--- config.mk ---
export PLATFORM = sky130hd
export DESIGN_NAME = masked_window_matcher
export DESIGN_NICKNAME = d
export VERILOG_FILES = /design/src/rtl/pm_pkg.sv /design/src/rtl/pm_lane.sv /design/src/rtl/pm_datapath.sv /design/src/rtl/pm_ctrl.sv /design/src/rtl/masked_window_matcher.sv
export SDC_FILE = /design/constraint.sdc
export NUM_CORES = 2
export LEC_CHECK = 0
export ABC_AREA = 1
export CAP_MARGIN = 20
export CORE_ASPECT_RATIO = 1.5
export CORE_MARGIN = 2
export CORE_UTILIZATION = 43
export DETAILED_ROUTE_END_ITERATION = 10
export DONT_BUFFER_PORTS = 1
export PLACE_DENSITY_LB_ADDON = 0.12
export SKIP_CTS_REPAIR_TIMING = 1
export SYNTH_ARGS = -nofsm -noshare
export SYNTH_HDL_FRONTEND = slang
export SYNTH_SLANG_ARGS = --single-unit
--- constraint.sdc ---
create_clock -name clk -period 1.6 [get_ports clk]
set_clock_uncertainty 0.05 [all_clocks]
set_input_delay 0.4 -clock clk [delete_from_list [all_inputs] [get_ports clk]]
set_output_delay 0.4 -clock clk [all_outputs]
set_load 0.05 [all_outputs]
--- src/rtl/pm_pkg.sv ---
`timescale 1ns/1ps
package pm_pkg;
  // Strobes the control side hands to the lane storage each cycle
  typedef struct packed {
    logic capPattern;
    logic capMask;
  } pmStrobe_t;
endpackage

--- src/rtl/pm_lane.sv ---
`timescale 1ns/1ps
module pm_lane #(
  parameter int W = 70
) (
  input  logic         clk,
  input  logic         rst,
  input  logic         bitIn,
  input  pm_pkg::pmStrobe_t strobe,
  output logic         bitOut,
  output logic [W-1:0] window,
  output logic [W-1:0] refWord,
  output logic [W-1:0] careMask,
  output logic         mismatch
);
  logic [W-1:0] bitMiss;

  always_ff @(posedge clk) begin
    if (rst) begin
      window   <= '0;
      refWord  <= '0;
      careMask <= '0;
    end else begin
      // snapshots see the window before this edge's shift
      if (strobe.capPattern) refWord  <= window;
      if (strobe.capMask)    careMask <= window;
      window <= {window[W-2:0], bitIn};
    end
  end

  // one comparison cell per window position
  for (genvar b = 0; b < W; b++) begin : g_cell
    assign bitMiss[b] = (window[b] ^ refWord[b]) & ~careMask[b];
  end

  assign mismatch = |bitMiss;
  assign bitOut   = window[W-1];
endmodule

--- src/rtl/pm_datapath.sv ---
`timescale 1ns/1ps
module pm_datapath #(
  parameter int W = 70,
  parameter int L = 7
) (
  input  logic             clk,
  input  logic             rst,
  input  logic [L-1:0]     serIn,
  input  pm_pkg::pmStrobe_t strobe,
  output logic [L-1:0]     serOut,
  output logic [L-1:0]     laneMismatch,
  output logic [L*W-1:0]   shFlat,
  output logic [L*W-1:0]   patFlat,
  output logic [L*W-1:0]   maskFlat
);
  for (genvar i = 0; i < L; i++) begin : g_lane
    pm_lane #(.W(W)) lane_i (
      .clk      (clk),
      .rst      (rst),
      .bitIn    (serIn[i]),
      .strobe   (strobe),
      .bitOut   (serOut[i]),
      .window   (shFlat[i*W +: W]),
      .refWord  (patFlat[i*W +: W]),
      .careMask (maskFlat[i*W +: W]),
      .mismatch (laneMismatch[i])
    );
  end
endmodule

--- src/rtl/pm_ctrl.sv ---
`timescale 1ns/1ps
module pm_ctrl #(
  parameter int L = 7
) (
  input  logic             clk,
  input  logic             rst,
  input  logic             patLoad,
  input  logic             maskLoad,
  input  logic [L-1:0]     laneMismatch,
  output pm_pkg::pmStrobe_t strobe,
  output logic [L-1:0]     laneMissN,
  output logic             anyMatchN
);
  logic patLoadQ;
  logic maskLoadQ;

  // previous strobe levels, tracked through reset as well
  always_ff @(posedge clk) begin
    patLoadQ  <= patLoad;
    maskLoadQ <= maskLoad;
  end

  always_comb begin
    strobe.capPattern = patLoad  & ~patLoadQ;
    strobe.capMask    = maskLoad & ~maskLoadQ;
  end

  // compare flags settle half a cycle after the shift
  always_ff @(negedge clk) begin
    if (rst) laneMissN <= '0;
    else     laneMissN <= laneMismatch;
  end

  assign anyMatchN = &laneMissN;
endmodule

--- src/rtl/masked_window_matcher.sv ---
`timescale 1ns/1ps
module masked_window_matcher #(
  parameter int LANE_W = 70,
  parameter int LANES  = 7
) (
  input  logic             clk,
  input  logic             rst,
  input  logic [LANES-1:0] serIn,
  input  logic             patLoad,
  input  logic             maskLoad,
  output logic [LANES-1:0] serOut,
  output logic [LANES-1:0] laneMissN,
  output logic             anyMatchN
);
  localparam int FLAT_W = LANES * LANE_W;

  pm_pkg::pmStrobe_t strobe;
  logic [LANES-1:0]  laneMismatch;
  logic [FLAT_W-1:0] shFlat;
  logic [FLAT_W-1:0] patFlat;
  logic [FLAT_W-1:0] maskFlat;

  pm_ctrl #(.L(LANES)) ctrl_i (
    .clk          (clk),
    .rst          (rst),
    .patLoad      (patLoad),
    .maskLoad     (maskLoad),
    .laneMismatch (laneMismatch),
    .strobe       (strobe),
    .laneMissN    (laneMissN),
    .anyMatchN    (anyMatchN)
  );

  pm_datapath #(.W(LANE_W), .L(LANES)) dp_i (
    .clk          (clk),
    .rst          (rst),
    .serIn        (serIn),
    .strobe       (strobe),
    .serOut       (serOut),
    .laneMismatch (laneMismatch),
    .shFlat       (shFlat),
    .patFlat      (patFlat),
    .maskFlat     (maskFlat)
  );
endmodule

==> Word level (Yosys, flattened, before mapping) <==
Cells that the tools add are included.
{ "word_totals": {"reg_bits": 1479, "input_bits": 11} }
{ "classes": {"bitwise_logic": 1474, "n_reduce_logical": 8} }
{ "ops": {"columns": ["op", "n"], "rows": [
  ["$and A1 B1 Y1", 492],
  ["$not A1 Y1", 492],
  ["$reduce_or A70 Y1", 7],
  ["$xor A1 B1 Y1", 490],
  ["$reduce_and A7 Y1", 1]
]} }

==> Longest topological paths before layout <==
{ "depth": {"ltp_word": 3, "mapped_depth": 10, "ltp_nobuf": 10} }

==> By module <==
From an unflattened synthesis, not the netlist that was laid out.
{ "hier_totals": {"hier_cells": 7231, "area_unflattened_um2": 62317.3} }
{ "modules_own_cells": {"columns": ["module", "n_inst", "cells_per_inst", "area_per_inst_um2"], "rows": [
  ["pm_lane", 7, 1028, 8862.2],
  ["pm_ctrl", 1, 35, 281.5]
]} }

==> impl_metrics.csv <==
group,metric,value,unit
layout,final_cells,9324,
outcome,violations,"hold timing, slew limit, setup timing",
floorplanning,core_area,130000,um^2
global_routing,grt_pass1_vias,41400,
drt,via_count,43400,
synth,synth_area,56000,um^2
timing,min_period,7300,ps
timing,fin_tns_setup,-4745880,ps
timing,hold_viol_final,2,
floorplanning,start_util,43.2,%
synth,syn_nets,7177,
timing,final_max_slew_viol_count,1403,
layout,finish.instance_area,67600,um^2
synth,synth_cell_type_count,16,
timing,holdWs,-90.0,ps
timing,fmax,137,MHz
setup_path,cp_cell_sequence,"a211oi_1",
worst_hold_path,hold_path.class,"input port to flip-flop",
layout,fillers,12300,
setup_path,cp-start-kind,"input port",
clocking,root_buffer,"clkbuf_16",
drt,routed_via_density,4.66,
floorplanning,die_y,446,um
power_and_ir_drop,p_leak,27.1,nW
clocking,cts_tree,"built",
timing,relSlewSlack,-566,%
setup_path,crit_fanout,1477,
clocking,clk_latency,750,ps
drt,ant_nets,0,
drt,drt_iter0_drc,2026,
power_and_ir_drop,report.power.total,80.6,mW
clocking,htreeDepth,4,
timing,tightestPinTransition,9990,ps
setup_path,slowest_stage,"a211oi_1",
layout,nNetsFinal,7496,
synth,synth_area_per_cell,7.81,um^2
setup_path,reg2reg_slack,-940,ps
timing,finalCritPeriodShare,456,%
power_and_ir_drop,powerDensity,1190,nW/um^2
synth,synth_area_leaders,"dfxtp_1, nor2_1, a211oi_1, nand2_1, inv_1",
setup_path,cp-end-kind,"flip-flop",
drt,route.detailed.drc,0,
placement,gp_congestion,0.725,
layout,area_growth,20.7,%
setup_path,required,2060,ps
drt,drt-pass1-iter-count,5,
setup_path,critical_path_arrival,7770,ps
drt,routed_wl,108000,um
clocking,cts-buffers-inserted,144,
synth,syn_inst,7166,
setup_path,path_buf_inv,0,
timing,layout_setup_ws,-5700,ps
layout,drive_gt1_share,14.0,%
floorplanning,io_pins,26,
clocking,clock-sinks,1479,
placement,io_buffers,0,
floorplanning,fp-row-count,162,
setup_path,cp_slowest_stage_delay,2720,ps
synth,ys_ff_latch,1479,
global_routing,grt_overflow,0,
outcome,status,"finished, violations left",
placement,hpwlAfterDp,66400,um
synth,synth_top_cell_by_area,"dfxtp_1",
placement,placed_cell_area,60800,um^2
floorplanning,die_w,299,um
synth,synth_sequential_area_ratio,52.9,%
clocking,cts.clk_slew.worst_paths,60,ps
timing,rsz0062_at_grt,"true",
global_routing,antenna_found_initial,2,
synth,yosys.area.top_type_share,52.9,%
setup_path,path_delay_family,"compound AO/OA/AOI/OAI gates",
global_routing,grt_max_degree,1478,
clocking,cts_buffer_depth,3,
placement,dp.cells,8984,
drt,post_drt_wl_per_cell,11.6,um
power_and_ir_drop,ir_drop,1.13,mV
flow_run,maxCapViolCount,0,
global_routing,grt_use_total,16.1,%
global_routing,grt_pass1_wl,186000,um
floorplanning,dieArea,133000,um^2
timing,finalSetupViolations,1398,
setup_path,critPathKind,"input port to flip-flop",
synth,ys.warnings.count,0,
-- final cells by class --
| cell class | instances | area (um^2) | share of cell area (%) |
|---|---|---|---|
| Clock buffer | 206 | 4350 | 6.43 |
| Tap cell | 1722 | 2150 | 3.19 |
| Clock inverter | 63 | 709 | 1.05 |
| Multi-Input combinational cell | 4555 | 22500 | 33.3 |
| Antenna cell | 1 | 2.50 | 0.00370 |
| Timing Repair Buffer | 554 | 5360 | 7.93 |
| Inverter | 744 | 2790 | 4.13 |
| Sequential cell | 1479 | 29700 | 44.0 |
-- sequential cells by signal, indices dropped and copies added, names as in the netlist --
register / count
ctrl_i.laneMissN: 7
ctrl_i.maskLoadQ: 1
ctrl_i.patLoadQ: 1
dp_i.g_lane.lane_i.careMask: 490
dp_i.g_lane.lane_i.refWord: 490
dp_i.g_lane.lane_i.window: 490
-- cell usage in the layout, fill, tap and decap left out, types with 20 or more instances in the layout --
master	count
inv_1	749
a21oi_1	118
nand3b_1	112
clkbuf_1	21
a211oi_2	20
dfxtp_2	60
buf_4	405
buf_12	49
clkbuf_16	158
nand2_2	66
nor2_2	52
or2_4	80
dfxtp_1	1411
dlygate4sd3_1	60
a211oi_1	960
nand2_1	1053
clkinv_2	27
clkbuf_8	32
o21ai_0	21
nand3_1	65
nor2_1	1950
-- synth_stat cells (all sizes together) --
| master | n |
|---|---|
| nand3 | 71 |
| nand2 | 1120 |
| inv | 745 |
| buf | 264 |
| nor2 | 2019 |
| nand4 | 15 |
| o21ai | 21 |
| nand3b | 112 |
| a21oi | 119 |
| or2 | 98 |
| a211oi | 980 |
| clkbuf | 123 |
| dfxtp | 1479 |
-- path summary, 6_finish.rpt --
path / start / endpoint / cells after the start
setup reg to reg: dp_i.g_lane[4].lane_i.window[20] / ctrl_i.laneMissN[4] / 9
hold / removal: rst / dp_i.g_lane[2].lane_i.careMask[0] / 1
setup / recovery: rst / dp_i.g_lane[3].lane_i.careMask[14] / 1
hold reg to reg: dp_i.g_lane[3].lane_i.window[36] / dp_i.g_lane[3].lane_i.window[37] / 2
-- cells by family after synthesis --
logic type | synth area share [%]
AND/OR/NAND/NOR | 24.5
AO/OA/AOI/OAI | 14.4
buffers and inverters | 8.26
flip-flops | 52.9
-- where the power goes --
group / leakage [nW] / total, mW / internal, mW / switching [mW]
clock network: 2.53 / 35.6 / 21.4 / 14.3
registers: 12.1 / 39.2 / 38.4 / 0.862
logic: 12.5 / 5.70 / 2.66 / 3.04
-- worst register-to-register path, stage by stage (launching register included) --
cell	delay, ps
dfxtp_1	310
or2_4	240
nand2_1	50
nand2_1	50
nor2_2	120
nand2_2	90
nor2_4	140
nand3_2	110
nor2_4	100
nor2_2	40
-- stage by stage --
stage / setup WS [ps] / utilization (%)
final: -5700 / 52.2
after global routing: -1310 / 52.2
after CTS: -1310 / 50.9
after detailed placement: -857 / 47.0
after global placement: -838 / 47.0
after floorplan: -544 / -
-- metal layers --
metal  GRT usage [%]  vias to the layer above  share of wire (%)
met5               0                        -                  0
met4            4.59                        0                2.0
met3            2.89                      164                2.5
met2            29.2                      251                 48
met1            19.3                    19200                 47
li1                -                    23800                  -
No activity file was read; power rests on OpenSTA's default activity.
